**config.mk**
```make
export PLATFORM = sky130hd
export DESIGN_NAME = chop_pwm
export DESIGN_NICKNAME = d
export VERILOG_FILES = /design/src/rtl/chop_pkg.sv /design/src/rtl/chop_cnt.sv /design/src/rtl/chop_onwin.sv /design/src/rtl/chop_pwm.sv
export SDC_FILE = /design/constraint.sdc
export NUM_CORES = 1
export LEC_CHECK = 0
export CAP_MARGIN = 20
export CORE_MARGIN = 1
export CORE_UTILIZATION = 45
export DETAILED_ROUTE_END_ITERATION = 8
export GPL_ROUTABILITY_DRIVEN = 0
export PLACE_DENSITY = 0.74
export SYNTH_ARGS = -nofsm -noshare
export SYNTH_HDL_FRONTEND = slang
export SYNTH_HIERARCHICAL = 1
export SYNTH_SLANG_ARGS = --single-unit
```
**constraint.sdc**
```tcl
create_clock -name clk_i -period 6.85 [get_ports clk_i]
set_clock_uncertainty 0.2 [all_clocks]
set_input_delay 0.685 -clock clk_i [delete_from_list [all_inputs] [get_ports clk_i]]
set_output_delay 0.685 -clock clk_i [all_outputs]
set_load 0.03 [all_outputs]
```
**src/rtl/chop_pkg.sv**
```systemverilog
package chop_pkg;
  typedef enum logic [2:0] {
    ST_IDLE,
    ST_DT_ON,
    ST_ON,
    ST_DT_OFF,
    ST_SYNC,
    ST_DT_REC
  } chop_st_e;
endpackage

```
**src/rtl/chop_cnt.sv**
```systemverilog
// Loadable down counter: after load with N, done_o rises after N-1 run cycles.
module chop_cnt #(
  parameter int W = 20
) (
  input  logic         clk_i,
  input  logic         rst_ni,
  input  logic         load_i,
  input  logic [W-1:0] val_i,
  input  logic         run_i,
  output logic         done_o
);
  logic [W-1:0] cnt_q;

  always_ff @(posedge clk_i or negedge rst_ni) begin
    if (!rst_ni)                    cnt_q <= '0;
    else if (load_i)                cnt_q <= (val_i == '0) ? '0 : val_i - W'(1);
    else if (run_i && cnt_q != '0)  cnt_q <= cnt_q - W'(1);
  end

  assign done_o = (cnt_q == '0);
endmodule

```
**src/rtl/chop_onwin.sv**
```systemverilog
// On-phase window: counts on cycles, flags when blanking and min-on have elapsed.
module chop_onwin #(
  parameter int W = 20
) (
  input  logic         clk_i,
  input  logic         rst_ni,
  input  logic         clr_i,
  input  logic         run_i,
  input  logic [W-1:0] blank_i,
  input  logic [W-1:0] ton_i,
  output logic         elig_o
);
  logic [W-1:0] k_q;
  logic [W:0]   k_nx;

  always_ff @(posedge clk_i or negedge rst_ni) begin
    if (!rst_ni)                  k_q <= '0;
    else if (clr_i)               k_q <= '0;
    else if (run_i && k_q != '1)  k_q <= k_q + W'(1);
  end

  assign k_nx   = {1'b0, k_q} + (W+1)'(1);
  assign elig_o = (k_q >= blank_i) && (k_nx >= {1'b0, ton_i});
endmodule

```
**src/rtl/chop_pwm.sv**
```systemverilog
module chop_pwm
  import chop_pkg::*;
#(
  parameter int CNT_W = 20
) (
  input  logic             clk_i,
  input  logic             rst_ni,
  input  logic             en_i,
  input  logic             sense_i,
  input  logic [CNT_W-1:0] dead_cnt_i,
  input  logic [CNT_W-1:0] blank_cnt_i,
  input  logic [CNT_W-1:0] ton_min_i,
  input  logic [CNT_W-1:0] toff_cnt_i,
  output logic             src_hs_o,
  output logic             snk_hs_o,
  output logic             snk_ls_o
);
  chop_st_e st_q, st_d;
  logic [CNT_W-1:0] dead_q, blank_q, ton_q, toff_q;
  logic ph_load, ph_run, ph_done;
  logic off_load, off_run, off_done;
  logic win_clr, win_elig;

  // configuration is sampled only while idle
  always_ff @(posedge clk_i or negedge rst_ni) begin
    if (!rst_ni) begin
      dead_q  <= CNT_W'(1);
      blank_q <= '0;
      ton_q   <= CNT_W'(1);
      toff_q  <= CNT_W'(1);
    end else if (st_q == ST_IDLE) begin
      dead_q  <= dead_cnt_i;
      blank_q <= blank_cnt_i;
      ton_q   <= ton_min_i;
      toff_q  <= toff_cnt_i;
    end
  end

  always_comb begin
    st_d = st_q;
    if (!en_i) st_d = ST_IDLE;
    else begin
      unique case (st_q)
        ST_IDLE:   st_d = ST_DT_ON;
        ST_DT_ON:  if (ph_done) st_d = ST_ON;
        ST_ON:     if (win_elig && sense_i) st_d = ST_DT_OFF;
        ST_DT_OFF: if (ph_done) st_d = ST_SYNC;
        ST_SYNC:   if (off_done) st_d = ST_DT_REC;
        ST_DT_REC: if (ph_done) st_d = ST_ON;
        default:   st_d = ST_IDLE;
      endcase
    end
  end

  always_ff @(posedge clk_i or negedge rst_ni) begin
    if (!rst_ni) st_q <= ST_IDLE;
    else         st_q <= st_d;
  end

  assign ph_load  = (st_d != st_q) &&
                    (st_d == ST_DT_ON || st_d == ST_DT_OFF || st_d == ST_DT_REC);
  assign ph_run   = (st_q == ST_DT_ON || st_q == ST_DT_OFF || st_q == ST_DT_REC);
  assign off_load = (st_q == ST_ON) && (st_d == ST_DT_OFF);
  assign off_run  = (st_q == ST_DT_OFF || st_q == ST_SYNC);
  assign win_clr  = (st_d == ST_ON) && (st_q != ST_ON);

  chop_cnt #(.W(CNT_W)) u_ph (
    .clk_i(clk_i), .rst_ni(rst_ni), .load_i(ph_load), .val_i(dead_q),
    .run_i(ph_run), .done_o(ph_done)
  );

  // off timer spans dead-off and sync phases from the trip
  chop_cnt #(.W(CNT_W)) u_off (
    .clk_i(clk_i), .rst_ni(rst_ni), .load_i(off_load), .val_i(toff_q),
    .run_i(off_run), .done_o(off_done)
  );

  chop_onwin #(.W(CNT_W)) u_win (
    .clk_i(clk_i), .rst_ni(rst_ni), .clr_i(win_clr), .run_i(st_q == ST_ON),
    .blank_i(blank_q), .ton_i(ton_q), .elig_o(win_elig)
  );

  assign src_hs_o = en_i && (st_q == ST_ON || st_q == ST_DT_OFF ||
                             st_q == ST_SYNC || st_q == ST_DT_REC);
  assign snk_ls_o = en_i && (st_q == ST_ON);
  assign snk_hs_o = en_i && (st_q == ST_SYNC);
endmodule

```
# Word-level counts from Yosys, hierarchy flattened

Cells that the tools add are included.

Register bits after elaboration: 143
Output and inout port bits: 3

Magnitude comparators: 2
Muxes and demuxes: 14
Reductions and logical operators: 30
Eq/ne operators: 12
$add $sub $neg: 6

Operators with widths:

| operator                                                               | number |
|---|---|
| 20-bit 2-to-1 mux                                                      | 8 |
| 20-bit logical NOT                                                     | 4 |
| 20-bit by 1-bit subtractor with 20-bit output (second input constant)  | 4 |
| 20-bit nonzero test                                                    | 2 |
| 20-bit by 1-bit adder with 21-bit output (second input constant)       | 1 |
| 21-bit by 20-bit greater-or-equal comparator with 1-bit output         | 1 |
| 20-bit by 1-bit adder with 20-bit output (second input constant)       | 1 |
| 20-bit greater-or-equal comparator                                     | 1 |
| 20-bit != test (second input constant)                                 | 1 |
| 3-bit 2-to-1 mux                                                       | 5 |
| 3-bit one-hot mux with 5 select lines                                  | 1 |
| 3-bit by 2-bit equality test with 1-bit output (second input constant) | 4 |
| 1-bit logical AND                                                      | 11 |
| 3-bit equality test (second input constant)                            | 3 |
| 1-bit logical OR                                                       | 8 |
| 3-bit by 1-bit equality test with 1-bit output (second input constant) | 2 |
| 2-bit nonzero test                                                     | 3 |
| 3-bit logical NOT                                                      | 1 |
| 3-bit by 2-bit != test with 1-bit output (second input constant)       | 1 |
| 3-bit != test                                                          | 1 |
| 2-bit OR reduction                                                     | 1 |

# Logic depth before layout (Yosys ltp)

Gate-level depths: netlist (run 1).

Depth in word-level cells: 12
Depth in mapped cells: 18
Mapped depth without buffers: 17

# Cells and area by module

Netlist (run 1), hierarchy kept.

By module, submodules not included:

| module     | cells an instance | area an instance (µm²) | instances |
|---|---|---|---|
| chop_cnt   | 187               | 1,730.4                | 2 |
| chop_pwm   | 203               | 3,281.9                | 1 |
| chop_onwin | 286               | 2,337.2                | 1 |

# Least setup slack after synthesis (run 1)

OpenSTA, ideal clock, no wires.

Kind: register to register
Start point: register u_win.k_q[0]
End point: register u_ph.cnt_q[11]
Stages on the path, launching flop included: 18
Data required time: 6.515 ns
Path buffers: 3
Path slack: 2.399 ns
Arrival time: 4.116 ns
Path through: dfrtp_1 -> ha_1 -> nand3_1 -> or4_4 -> buf_6 -> nor2_1 -> xor2_1 -> ha_1 -> nand3_1 -> nor4_1 -> nor3b_1 -> a2bb2oi_1 -> a21oi_1 -> and4_1 -> a2bb2oi_1 -> clkbuf_1 -> clkbuf_1 -> o22ai_1

Cells in the longest elaborated chain, start to end: 12

RTL lines:

| what                                                                                                                    | RTL line         | source |
|---|---|---|
| from (decl)                                                                                                             | chop_onwin.sv:13 | `logic [W-1:0] k_q;` |
| from (signal assigned)                                                                                                  | chop_onwin.sv:19 | `else if (run_i && k_q != '1) k_q <= k_q + W'(1);` |
| 20-bit by 1-bit adder with 21-bit output                                                                                | chop_onwin.sv:22 | `assign k_nx = {1'b0, k_q} + (W+1)'(1);` |
| 21-bit by 20-bit greater-or-equal comparator with 1-bit output                                                          | chop_onwin.sv:23 | `assign elig_o = (k_q >= blank_i) && (k_nx >= {1'b0, ton_i});` |
| 1-bit logical AND *                                                                                                     | chop_onwin.sv:23 |  |
| named net win_elig                                                                                                      | chop_pwm.sv:22   | `logic win_clr, win_elig;` |
| 1-bit logical AND *                                                                                                     | chop_pwm.sv:46   | `ST_ON: if (win_elig && sense_i) st_d = ST_DT_OFF;` |
| 3-bit 2-to-1 mux *                                                                                                      | chop_pwm.sv:46   |  |
| 3-bit one-hot mux with 5 select lines *                                                                                 | chop_pwm.sv:43   | `unique case (st_q)` |
| 3-bit 2-to-1 mux *                                                                                                      | chop_pwm.sv:41   | `if (!en_i) st_d = ST_IDLE;` |
| 3-bit by 1-bit equality test with 1-bit output / 3-bit by 2-bit equality test with 1-bit output (equally long branches) | chop_pwm.sv:61   | `(st_d == ST_DT_ON \|\| st_d == ST_DT_OFF \|\| st_d == ST_DT_REC);` |
| 1-bit logical OR (2 in series)                                                                                          | chop_pwm.sv:61   |  |
| 1-bit logical AND *                                                                                                     | chop_pwm.sv:60   | `assign ph_load = (st_d != st_q) &&` |
| named net ph_load                                                                                                       | chop_pwm.sv:20   | `logic ph_load, ph_run, ph_done;` |
| 20-bit 2-to-1 mux / 2-bit nonzero test (equally long branches)                                                          | n/a              |  |
| to (signal assigned)                                                                                                    | chop_cnt.sv:16   | `else if (load_i) cnt_q <= (val_i == '0) ? '0 : val_i - W'(1);` |
| to (signal assigned)                                                                                                    | chop_cnt.sv:17   | `else if (run_i && cnt_q != '0) cnt_q <= cnt_q - W'(1);` |
| to (decl)                                                                                                               | chop_cnt.sv:12   | `logic [W-1:0] cnt_q;` |

The timed path passes the listed nets; every way through them passes the cells marked *.
A chain may end at the register's enable or synchronous reset.

# Worst setup path in the final report (run 1)

Start point: register u_win.k_q[0]
End point: register u_ph.cnt_q[5]

Same word-level chain as after synthesis.

==> flow_metrics.py, run 1 <==
metrics = {
    "run_status": {
        "outcome": "finished, final reports clean",
    },
    "clocking": {
        "cts-resized-gates": 0,
        "ctsRootBufferMaster": "clkbuf_16",
        "tritoncts": "yes",
        "cts_hold_buf": 0,
        "cts_sinks": 143,
        "maximum_number_of_buffers_from_clock_root_to_sink": 2,
        "postCtsSetupBuffers": 0,
        "clk_pin_slew_ns": 0.06,
        "clock_tree.htree_level_count": 4,
        "clock_insertion_delay_worst_skew_ns": 0.43,
        "numCtsBuffers": 17,
    },
    "critical_path": {
        "timing.critical_path.from_type": "flop",
        "critPathMaxFanout": 24,
        "timing_worst_setup_path_type": "flop to flop",
        "critPathCaptureType": "flop",
        "timing.critical_path.depth": 18,
        "critical_path_max_stage_delay_ns": 0.64,
        "worst-path-buf-inv": 3,
        "worst-endpoint-arrival_ns": 5.44,
        "crit_family": "simple AND/OR/NAND/NOR gates",
        "reg2reg_depth": 18,
        "cp_slowest_cell": "or4_4",
        "crit_path_cell_trace": "ha_1 > nand3_1 > or4_4 > nor2_1 > xor2_1 > ha_1 > nand3_1 > nor4_1 > nor3b_1 > a2bb2oi_1 > a21oi_1 > and4_1 > buf_4 > a2bb2oi_2 > buf_4 > inv_1 > o21ai_0 > o221a_2",
        "critical_path_required_ns": 7.02,
    },
    "pwr": {
        "switching_share": 0.290,
        "power.share.combinational": 0.182,
        "internal-power_w": 0.00180,
        "share_seq_of_total_power": 0.419,
        "vdd.ir_drop.worst_mv": 0.150,
        "clockPowerShare": 0.399,
        "pleak_nw": 4.36,
        "switching_power_w": 0.000736,
        "power_density_mw_per_mm2": 236,
    },
    "floorplanning": {
        "die_area_sq_mm": 0.0208,
        "fp.dieW_um": 144,
        "die_height_um": 144,
        "io_pins": 87,
        "core.rowCount": 51,
        "start_util": 0.463,
        "placeable_core_region_sq_mm": 0.0196,
    },
    "placement": {
        "dpl.cell_count": 1186,
        "port_buffers": 86,
        "detailed_place_hpwl_mm": 14.8,
    },
    "drt": {
        "avgViaCountPerCell": 5.61,
        "route.detailed.drc": 0,
        "num_vias": 6841,
        "post_dr_wirelength_cell_um": 17.1,
        "ant_nets": 0,
        "iteration_count_of_the_initial_detailed_routing_pass": 5,
        "drt_iter0_drc": 526,
        "finalWirelength_mm": 20.9,
    },
    "sta": {
        "fin_crit_ns": 5.27,
        "final_hold_fails": 0,
        "report.final.setup_viol": 0,
        "period_share": 0.769,
        "report.final.slew_viol_count": 0,
        "max_slew.worst_pin.slew_ns": 1.03,
        "totalNegativeSetupSlack_ns": 0,
        "fmax_mhz": 190,
        "grt_setup_unrepaired": "false",
        "timing.max_slew.rel_slack": 0.316,
    },
    "yosys": {
        "muxShareOfSynthArea": 0.111,
        "synthesis.area_sq_mm": 0.00908,
        "synthesis.instances": 863,
        "syn-num-nets": 997,
        "ys_async_sr_fraction": 1.00,
        "synth_top_family_by_area": "simple AND/OR/NAND/NOR gates",
        "synth_area_per_cell_sq_um": 10.5,
        "yosysWarnings": 6,
        "synth-simple-area-share": 0.165,
        "count_of_flip_flops_with_a_built_in_enable_after_synthesis": 0,
        "post_synth_xor_area_fraction": 0.0791,
        "yosys_register_bits": 143,
        "synth_compound_area_frac": 0.130,
        "ys.flop_type": "dfrtp_1",
        "synthAdderAreaFrac": 0.0689,
        "proportion_of_synthesized_chip_area_in_sequential_cells": 0.395,
        "synthDistinctLibCells": 69,
    },
    "final_layout": {
        "filler_cell_count": 1688,
        "final_net_count": 1074,
        "final_layout_size_suffix_gt1_frac": 0.168,
        "fin_cells": 1219,
        "seq_area_sq_mm": 0.00358,
        "multiInputGateArea_sq_mm": 0.00506,
        "area_added_between_synthesis_and_finish_pct": 18.4,
    },
    "grt": {
        "grt_max_degree": 81,
        "overall_overflow_remaining_after_global_route": 0,
        "grt_pass1_vias": 6853,
        "grt_pass1_wl_mm": 34.3,
        "number_of_antenna_violations_at_the_first_check_in_global_routing": 1,
        "grt_util_all_layers": 0.214,
    },
    "hold_path": {
        "holdCritPathClass": "input pin to async pin",
    },
    "flow_run": {
        "drv.max_cap_violation_count": 0,
    },
}
==> cell families (layout without fill, tap and decap cells) <==
family / count (synthesis) / after routing
XOR/XNOR: 82 / 82
adder cells (fa/ha/maj): 50 / 50
flip-flops: 143 / 143
AND/OR/NAND/NOR: 239 / 239
AO/OA/AOI/OAI: 165 / 165
multiplexers: 90 / 90
buffers and inverters: 94 / 184
other: 0 / 1
==> synthesized netlist by cell type (11+ instances only) <==
library cell	number	area, sq um
xor2_1	59	517
o22ai_1	28	175
a21oi_1	30	150
o21ai_0	23	115
nand2_1	31	116
o211ai_1	14	105
inv_1	59	221
ha_1	50	626
nand4_1	13	81.3
clkbuf_1	11	41.3
mux2_2	73	822
o2111ai_1	12	105
or3_1	17	106
dfrtp_1	140	3500
nor3_1	13	65.1
xnor2_1	23	201
nand3_1	17	85.1
nor2_1	66	248
==> metrics by stage <==
stage	power, W	cell area (sq um)	setup slack (ns)	utilization	hold WS (ns)
after floorplan	0.00137	9080	2.40	-	0.189
after global placement	0.00152	10100	1.88	0.516	0.269
after detailed placement	0.00154	10100	1.65	0.516	0.279
after CTS	0.00256	10800	1.62	0.549	0.0760
after global routing	0.00266	10800	1.15	0.549	0.119
final	0.00254	10800	1.58	0.549	0.0732
==> worst paths after layout <==
kind,start,to,slack (ns)
min reg2reg,blank_q[14]$_DFFE_PN0N_,blank_q[14]$_DFFE_PN0N_,0.28
min in group clk_i,blank_q[14]$_DFFE_PN0N_,blank_q[14]$_DFFE_PN0N_,0.28
max,u_win/k_q[0]$_DFFE_PN0P_,u_ph/cnt_q[5]$_DFFE_PN0P_,1.58
max reg2reg,u_win/k_q[0]$_DFFE_PN0P_,u_ph/cnt_q[5]$_DFFE_PN0P_,1.58
min,rst_ni,blank_q[1]$_DFFE_PN0N_,0.07
max in group asynchronous,rst_ni,u_win/k_q[18]$_DFFE_PN0P_,5.02
==> layer usage <==
layer  vias up  wire length, um  global-route usage
li1       3327                -                   -
met3        33              769              0.0434
met1      3336             9530               0.280
met4         0              483              0.0812
met2       145            10100               0.350
met5         -                0                   0
==> layout make-up <==
class,instances,share of cell area
timing repair buffer,93,0.0851
tap,265,0.0308
antenna,1,0.000233
sequential,143,0.333
clock inverter,14,0.0191
clock buffer,18,0.0408
multi-input combinational,626,0.470
inverter,59,0.0206
==> worst reg2reg max path: cells and delay by family, from the launching register on <==
kind,cells,cell delay [ns]
and+or+nand+nor,7,1.97
xor gates and xnor gates,1,0.08
DFF,1,0.42
buffers and inverters,3,0.69
AOI/OAI and AO/OA,5,1.32
adders and majority gates,2,0.53
==> sequential cells by signal (all words and copies together) (netlist names) <==
register     count
blank_q         20
dead_q          20
toff_q          20
ton_q           20
u_off/cnt_q     20
u_ph/cnt_q      20
u_win/k_q       20
st_q             3
==> placed cells by master, fill, tap and decap left out, types with 23 or more instances in the layout <==
cell and n:
nor2_1 65, o21ai_0 23, mux2_2 73, dfrtp_1 140
o22ai_1 28, inv_1 59, clkdlybuf4s50_1 85, a21oi_1 30
xnor2_1 23, ha_1 50, nand2_1 31, xor2_1 59
==> power groups by stage <==
stage	logic [W]	clock network [W]	registers [W]
2_1_floorplan	0.000328	0	0.00104
3_5_place_dp	0.000458	0	0.00108
6_report	0.000462	0.00101	0.00107
4_1_cts	0.000465	0.00103	0.00106
3_3_place_gp	0.000447	0	0.00107
5_1_grt	0.000518	0.00107	0.00108
No activity file was read; power rests on OpenSTA's default activity.
==> inputs of run 2 (changes only) <==
PLACE_DENSITY = 0.77   (was 0.74)
clock period = 4.3 ns   (was 6.85 ns; I/O delays follow)
==> run 2 against run 1 <==
Net effect:
- count of clock-buffer cells in the layout rose by 4
- non-clock buffer count rose by 25
- combinational power rose by 65%
- critical path depth decreased by 2
- utilization grew 1.1 points
- sequential power up 58%
- register-to-register slack lost 1.3 ns
==> flow_metrics.py, run 2 (synthesized netlist as in run 1, its figures left out) <==
metrics = {
    "clocking": {
        "clk_pin_slew_ns": 0.06,
        "cts_sinks": 143,
        "ctsRootBufferMaster": "clkbuf_16",
        "clock_tree.htree_level_count": 4,
        "maximum_number_of_buffers_from_clock_root_to_sink": 2,
        "clock_insertion_delay_worst_skew_ns": 0.43,
        "numCtsBuffers": 17,
        "tritoncts": "yes",
    },
    "critical_path": {
        "reg2reg_end": "u_off/cnt_q[16]$_DFFE_PN0P_",
        "setup.worst_path.end": "u_off/cnt_q[16]$_DFFE_PN0P_",
        "timing_worst_setup_path_type": "flop to flop",
        "crit_family": "simple AND/OR/NAND/NOR gates",
        "timing.critical_path.depth": 16,
        "reg2reg_depth": 16,
        "critical_path.reg2reg.startpoint": "u_win/k_q[14]$_DFFE_PN0P_",
        "cp-startpoint": "u_win/k_q[14]$_DFFE_PN0P_",
        "critPathMaxFanout": 23,
        "timing.critical_path.from_type": "flop",
        "cp_common_cell": "nand3_1",
        "critical_path_required_ns": 4.41,
        "reg2reg_slack_ns": 0.26,
        "crit_path_cell_trace": "nand3_1 > or4_4 > nor2_1 > xor2_1 > ha_1 > nand3_1 > nor4_2 > nor3b_2 > a2bb2oi_1 > a21oi_1 > and4_4 > buf_8 > inv_1 > nand2_1 > a31oi_1 > or3_1",
        "cp_slowest_cell": "or4_4",
        "worst-path-buf-inv": 2,
        "critPathCaptureType": "flop",
        "worst-endpoint-arrival_ns": 4.15,
        "critical_path_max_stage_delay_ns": 0.59,
    },
    "drt": {
        "num_vias": 7076,
        "route.detailed.drc": 0,
        "finalWirelength_mm": 21.1,
        "post_dr_wirelength_cell_um": 17.0,
        "drt_iter0_drc": 614,
        "iteration_count_of_the_initial_detailed_routing_pass": 6,
        "ant_nets": 0,
        "avgViaCountPerCell": 5.70,
    },
    "grt": {
        "number_of_antenna_violations_at_the_first_check_in_global_routing": 0,
        "grt_max_degree": 101,
        "grtUsageMet2": 0.344,
        "global_route.peak_usage_layer": "met2",
        "grt_pass1_vias": 6964,
        "overall_overflow_remaining_after_global_route": 0,
        "met3_global_route_usage": 0.0457,
        "grt_util_all_layers": 0.214,
        "groute.layer.met1.usage": 0.290,
        "grt_pass1_wl_mm": 34.5,
    },
    "final_layout": {
        "area_added_between_synthesis_and_finish_pct": 20.7,
        "layout_commonest_cell": "dfrtp_1",
        "filler_cell_count": 1674,
        "final_net_count": 1099,
        "fin_cells": 1242,
        "finish.utilization": 0.559,
        "final_layout_size_suffix_gt1_frac": 0.195,
        "insertedDiodeCount": 0,
        "layout_common_cells": "136 x dfrtp_1, 85 x clkdlybuf4s50_1, 73 x mux2_2, 66 x nor2_1",
    },
    "pwr": {
        "vdd.ir_drop.worst_mv": 0.294,
        "power.share.combinational": 0.193,
        "internal-power_w": 0.00281,
        "power_density_mw_per_mm2": 360,
        "fin_total_pwr_w": 0.00395,
        "switching_share": 0.289,
        "pleak_nw": 4.47,
        "share_seq_of_total_power": 0.429,
        "clockPowerShare": 0.377,
        "switching_power_w": 0.00114,
    },
    "sta": {
        "whs_ns": 0.289,
        "report.final.setup_viol": 0,
        "final_hold_fails": 0,
        "fmax_mhz": 247,
        "period_share": 0.941,
        "fin_crit_ns": 4.04,
        "report.final.slew_viol_count": 0,
        "max_slew.worst_pin.slew_ns": 1.00,
        "timing.max_slew.rel_slack": 0.328,
        "totalNegativeSetupSlack_ns": 0,
        "grt_setup_unrepaired": "false",
    },
    "hold_path": {
        "holdCritPathClass": "flop to flop",
    },
    "floorplanning": {
        "die_area_sq_mm": 0.0208,
        "die_height_um": 144,
        "start_util": 0.463,
        "fp.dieW_um": 144,
        "core.rowCount": 51,
        "placeable_core_region_sq_mm": 0.0196,
        "io_pins": 87,
    },
    "placement": {
        "detailed_place_hpwl_mm": 14.9,
        "dpl.cell_count": 1209,
        "port_buffers": 86,
    },
    "flow_run": {
        "drv.max_cap_violation_count": 0,
    },
    "run_status": {
        "outcome": "finished, final reports clean",
    },
}
## run 2: cell count changes in the layout (fill, tap and decap cells not counted), moves of 3 or more
cell,previous run,this run
inv_6,3,0
dfrtp_2,0,4
clkbuf_8,1,4
nor4_1,7,4
clkinv_4,5,1
dfrtp_1,140,136
buf_4,7,29
## run 2: area by class of cell
| cell class | instances | area [sq um] | share of cell area |
|---|---|---|---|
| clock buffers | 22 | 484 | 0.0442 |
| clock inverters | 9 | 109 | 0.00993 |
| inverters | 59 | 221 | 0.0202 |
| multi-input cells | 626 | 5100 | 0.466 |
| flip-flops and latches | 143 | 3590 | 0.327 |
| well taps | 265 | 332 | 0.0303 |
| repair buffers | 118 | 1120 | 0.103 |
## run 2: routing by layer
layer	up-vias	part of all wire
met1	3461	0.46
met4	0	0.015
li1	3354	-
met3	40	0.057
met5	-	0
met2	221	0.47
## run 2: what timing repair did
item | in CTS | in global routing
hold endpoints to repair | 96 | 0
gates resized for setup | 1 | 16
setup buffers | 0 | 1
pin swaps | 0 | 3
setup endpoints to repair | 1 | 39
hold buffers | 1 | 0
## run 2: worst register-to-register path: cells and delay by family, from the launching register on
| family | cells | cell delay, ns |
|---|---|---|
| AO/OA/AOI/OAI | 3 | 0.28 |
| XOR/XNOR | 1 | 0.08 |
| adder cells (fa/ha/maj) | 1 | 0.30 |
| buffers and inverters | 2 | 0.32 |
| flip-flops | 1 | 0.43 |
| AND/OR/NAND/NOR | 9 | 2.31 |
## run 2: how the worst min path moves through the flow
stage / start / endpoint / slack [ns] / cells after the start
after floorplan: rst_ni / blank_q[0]$_DFFE_PN0N_ / -0.07 / 0
after CTS: blank_q[14]$_DFFE_PN0N_ / blank_q[14]$_DFFE_PN0N_ / 0.29 / 1
final: blank_q[18]$_DFFE_PN0N_ / blank_q[18]$_DFFE_PN0N_ / 0.29 / 1
after global routing: ton_q[1]$_DFFE_PN0N_ / ton_q[1]$_DFFE_PN0N_ / 0.32 / 1
after detailed placement: blank_q[14]$_DFFE_PN0N_ / blank_q[14]$_DFFE_PN0N_ / 0.28 / 1
after global placement: blank_q[15]$_DFFE_PN0N_ / blank_q[15]$_DFFE_PN0N_ / 0.27 / 1
## run 2: power groups by stage
stage | Clock [W] | Sequential (W) | Combinational, W
floorplan | 0 | 0.00166 | 0.000523
global placement | 0 | 0.00171 | 0.000729
detailed placement | 0 | 0.00171 | 0.000746
CTS | 0.00152 | 0.00169 | 0.000756
global route | 0.00156 | 0.00172 | 0.000851
finish | 0.00149 | 0.00169 | 0.000763
## run 2: stage by stage
step / setup WS [ns] / instance area [sq um]
after floorplan: 0.0403 / 9090
after global placement: 0.201 / 10300
after detailed placement: 0.00444 / 10300
after CTS: 0.0304 / 10900
after global routing: 0.0166 / 11000
final: 0.255 / 11000
==> inputs of run 3 (changes only) <==
MAX_ROUTING_LAYER = met4   (was default)
==> run 3 against run 2 <==
Net effect:
- die area unchanged
- critical path depth stayed put
- cell count is the same
- via count increased by 0.51%
- utilization is the same
- critical path type unchanged
==> flow_metrics.py, run 3 (synthesized netlist as in run 1, its figures left out) <==
metrics = {
    "run_status": {
        "outcome": "finished, final reports clean",
    },
    "floorplanning": {
        "fp.dieW_um": 144,
        "core.rowCount": 51,
        "start_util": 0.463,
        "placeable_core_region_sq_mm": 0.0196,
        "io_pins": 87,
        "die_area_sq_mm": 0.0208,
        "die_height_um": 144,
    },
    "drt": {
        "drt_iter0_drc": 624,
        "num_vias": 7112,
        "iteration_count_of_the_initial_detailed_routing_pass": 5,
        "ant_nets": 0,
        "post_dr_wirelength_cell_um": 17.0,
        "highest-signal-layer": "met4",
        "avgViaCountPerCell": 5.73,
        "route.detailed.drc": 0,
        "met3_wirelength_mm": 1.19,
        "finalWirelength_mm": 21.1,
        "met1Wirelength_mm": 9.69,
        "wl_met2_mm": 9.95,
    },
    "final_layout": {
        "insertedDiodeCount": 0,
        "layout_common_cells": "136 x dfrtp_1, 85 x clkdlybuf4s50_1, 73 x mux2_2, 66 x nor2_1",
        "layout_commonest_cell": "dfrtp_1",
        "final_net_count": 1099,
        "fin_cells": 1242,
        "filler_cell_count": 1674,
        "final_layout_size_suffix_gt1_frac": 0.195,
        "area_added_between_synthesis_and_finish_pct": 20.7,
    },
    "sta": {
        "final_hold_fails": 0,
        "fin_crit_ns": 4.04,
        "grt_setup_unrepaired": "false",
        "report.final.slew_viol_count": 0,
        "max_slew.worst_pin.slew_ns": 0.999,
        "report.final.setup_viol": 0,
        "period_share": 0.941,
        "timing.max_slew.rel_slack": 0.332,
        "totalNegativeSetupSlack_ns": 0,
        "fmax_mhz": 247,
    },
    "critical_path": {
        "timing.critical_path.from_type": "flop",
        "worst-endpoint-arrival_ns": 4.15,
        "critical_path_required_ns": 4.41,
        "critPathCaptureType": "flop",
        "timing_worst_setup_path_type": "flop to flop",
        "critPathMaxFanout": 23,
    },
    "pwr": {
        "pleak_nw": 4.47,
        "power_density_mw_per_mm2": 360,
        "vdd.ir_drop.worst_mv": 0.294,
    },
    "grt": {
        "grt_pass1_wl_mm": 34.5,
        "grt_pass1_vias": 6971,
        "overall_overflow_remaining_after_global_route": 0,
        "number_of_antenna_violations_at_the_first_check_in_global_routing": 0,
        "grt_util_all_layers": 0.220,
        "grt_max_degree": 101,
    },
    "placement": {
        "detailed_place_hpwl_mm": 14.9,
        "dpl.cell_count": 1209,
        "port_buffers": 86,
    },
    "clocking": {
        "tritoncts": "yes",
        "clock_tree.htree_level_count": 4,
        "ctsRootBufferMaster": "clkbuf_16",
        "clk_pin_slew_ns": 0.06,
        "clock_insertion_delay_worst_skew_ns": 0.43,
        "numCtsBuffers": 17,
        "maximum_number_of_buffers_from_clock_root_to_sink": 2,
        "cts_sinks": 143,
    },
    "flow_run": {
        "drv.max_cap_violation_count": 0,
    },
    "hold_path": {
        "holdCritPathClass": "flop to flop",
    },
}
==> run 3: cell counts in the layout (fill, tap and decap cells not counted) <==
No cell type changed its count.
==> run 3: repair_timing <==
item / 4_1_cts / 5_1_grt
hold endpoints to repair: 96 / 0
setup buffers: 0 / 1
hold buffers: 1 / 0
endpoints found under the setup margin: 1 / 39
resized for setup: 1 / 16
pin swaps: 0 / 3
==> run 3: final cells by class <==
class | count | area (sq um) | share of cell area
Multi-Input combinational cell | 626 | 5100 | 0.466
Sequential cell | 143 | 3590 | 0.327
Timing Repair Buffer | 118 | 1120 | 0.103
Clock buffer | 22 | 484 | 0.0442
Tap cell | 265 | 332 | 0.0303
Inverter | 59 | 221 | 0.0202
Clock inverter | 9 | 109 | 0.00993
==> run 3: through the flow <==
stage	instance area (sq um)	setup WS [ns]	hold WS, ns	util	total power (W)
after floorplan	9090	0.0403	-0.0656	-	0.00218
after global routing	11000	0.0160	0.320	0.559	0.00413
after global placement	10300	0.201	0.270	0.525	0.00244
after CTS	10900	0.0304	0.292	0.556	0.00397
after detailed placement	10300	0.00444	0.278	0.525	0.00246
final	11000	0.256	0.289	0.559	0.00394
==> run 3: power by group <==
| part | leakage (nW) | switching (W) | total (W) | internal, W |
|---|---|---|---|---|
| Sequential | 1.65 | 0.000194 | 0.00169 | 0.00150 |
| Combinational | 2.53 | 0.000367 | 0.000762 | 0.000394 |
| Clock | 0.280 | 0.000575 | 0.00149 | 0.000910 |
| Total | 4.47 | 0.00114 | 0.00394 | 0.00280 |
==> run 3: worst paths after layout <==
path	start	endpoint	slack, ns	cells past startpoint
min	blank_q[18]$_DFFE_PN0N_	blank_q[18]$_DFFE_PN0N_	0.29	1
max reg2reg	u_win/k_q[14]$_DFFE_PN0P_	u_off/cnt_q[16]$_DFFE_PN0P_	0.26	16
min reg2reg	blank_q[18]$_DFFE_PN0N_	blank_q[18]$_DFFE_PN0N_	0.29	1
max	u_win/k_q[14]$_DFFE_PN0P_	u_off/cnt_q[16]$_DFFE_PN0P_	0.26	16
min in group asynchronous	rst_ni	toff_q[13]$_DFFE_PN0N_	0.49	2
max in group asynchronous	rst_ni	dead_q[0]$_DFFE_PN1N_	2.46	3
==> run 3: critical path: stages, from the launching register on <==
cell       delay, ns
dfrtp_1         0.42
nand3_1         0.23
or4_4           0.60
nor2_1          0.13
xor2_1          0.08
ha_1            0.30
nand3_1         0.10
nor4_2          0.31
nor3b_2         0.22
a2bb2oi_1       0.08
a21oi_1         0.16
and4_4          0.27
buf_8           0.20
inv_1           0.12
nand2_1         0.11
a31oi_1         0.04
or3_1           0.35
==> run 3: routing by layer <==
layer / global-route usage / vias to the layer above
met2: 0.345 / 236
met1: 0.290 / 3491
li1: - / 3359
met5: - / -
met4: 0.0594 / 0
met3: 0.0444 / 26
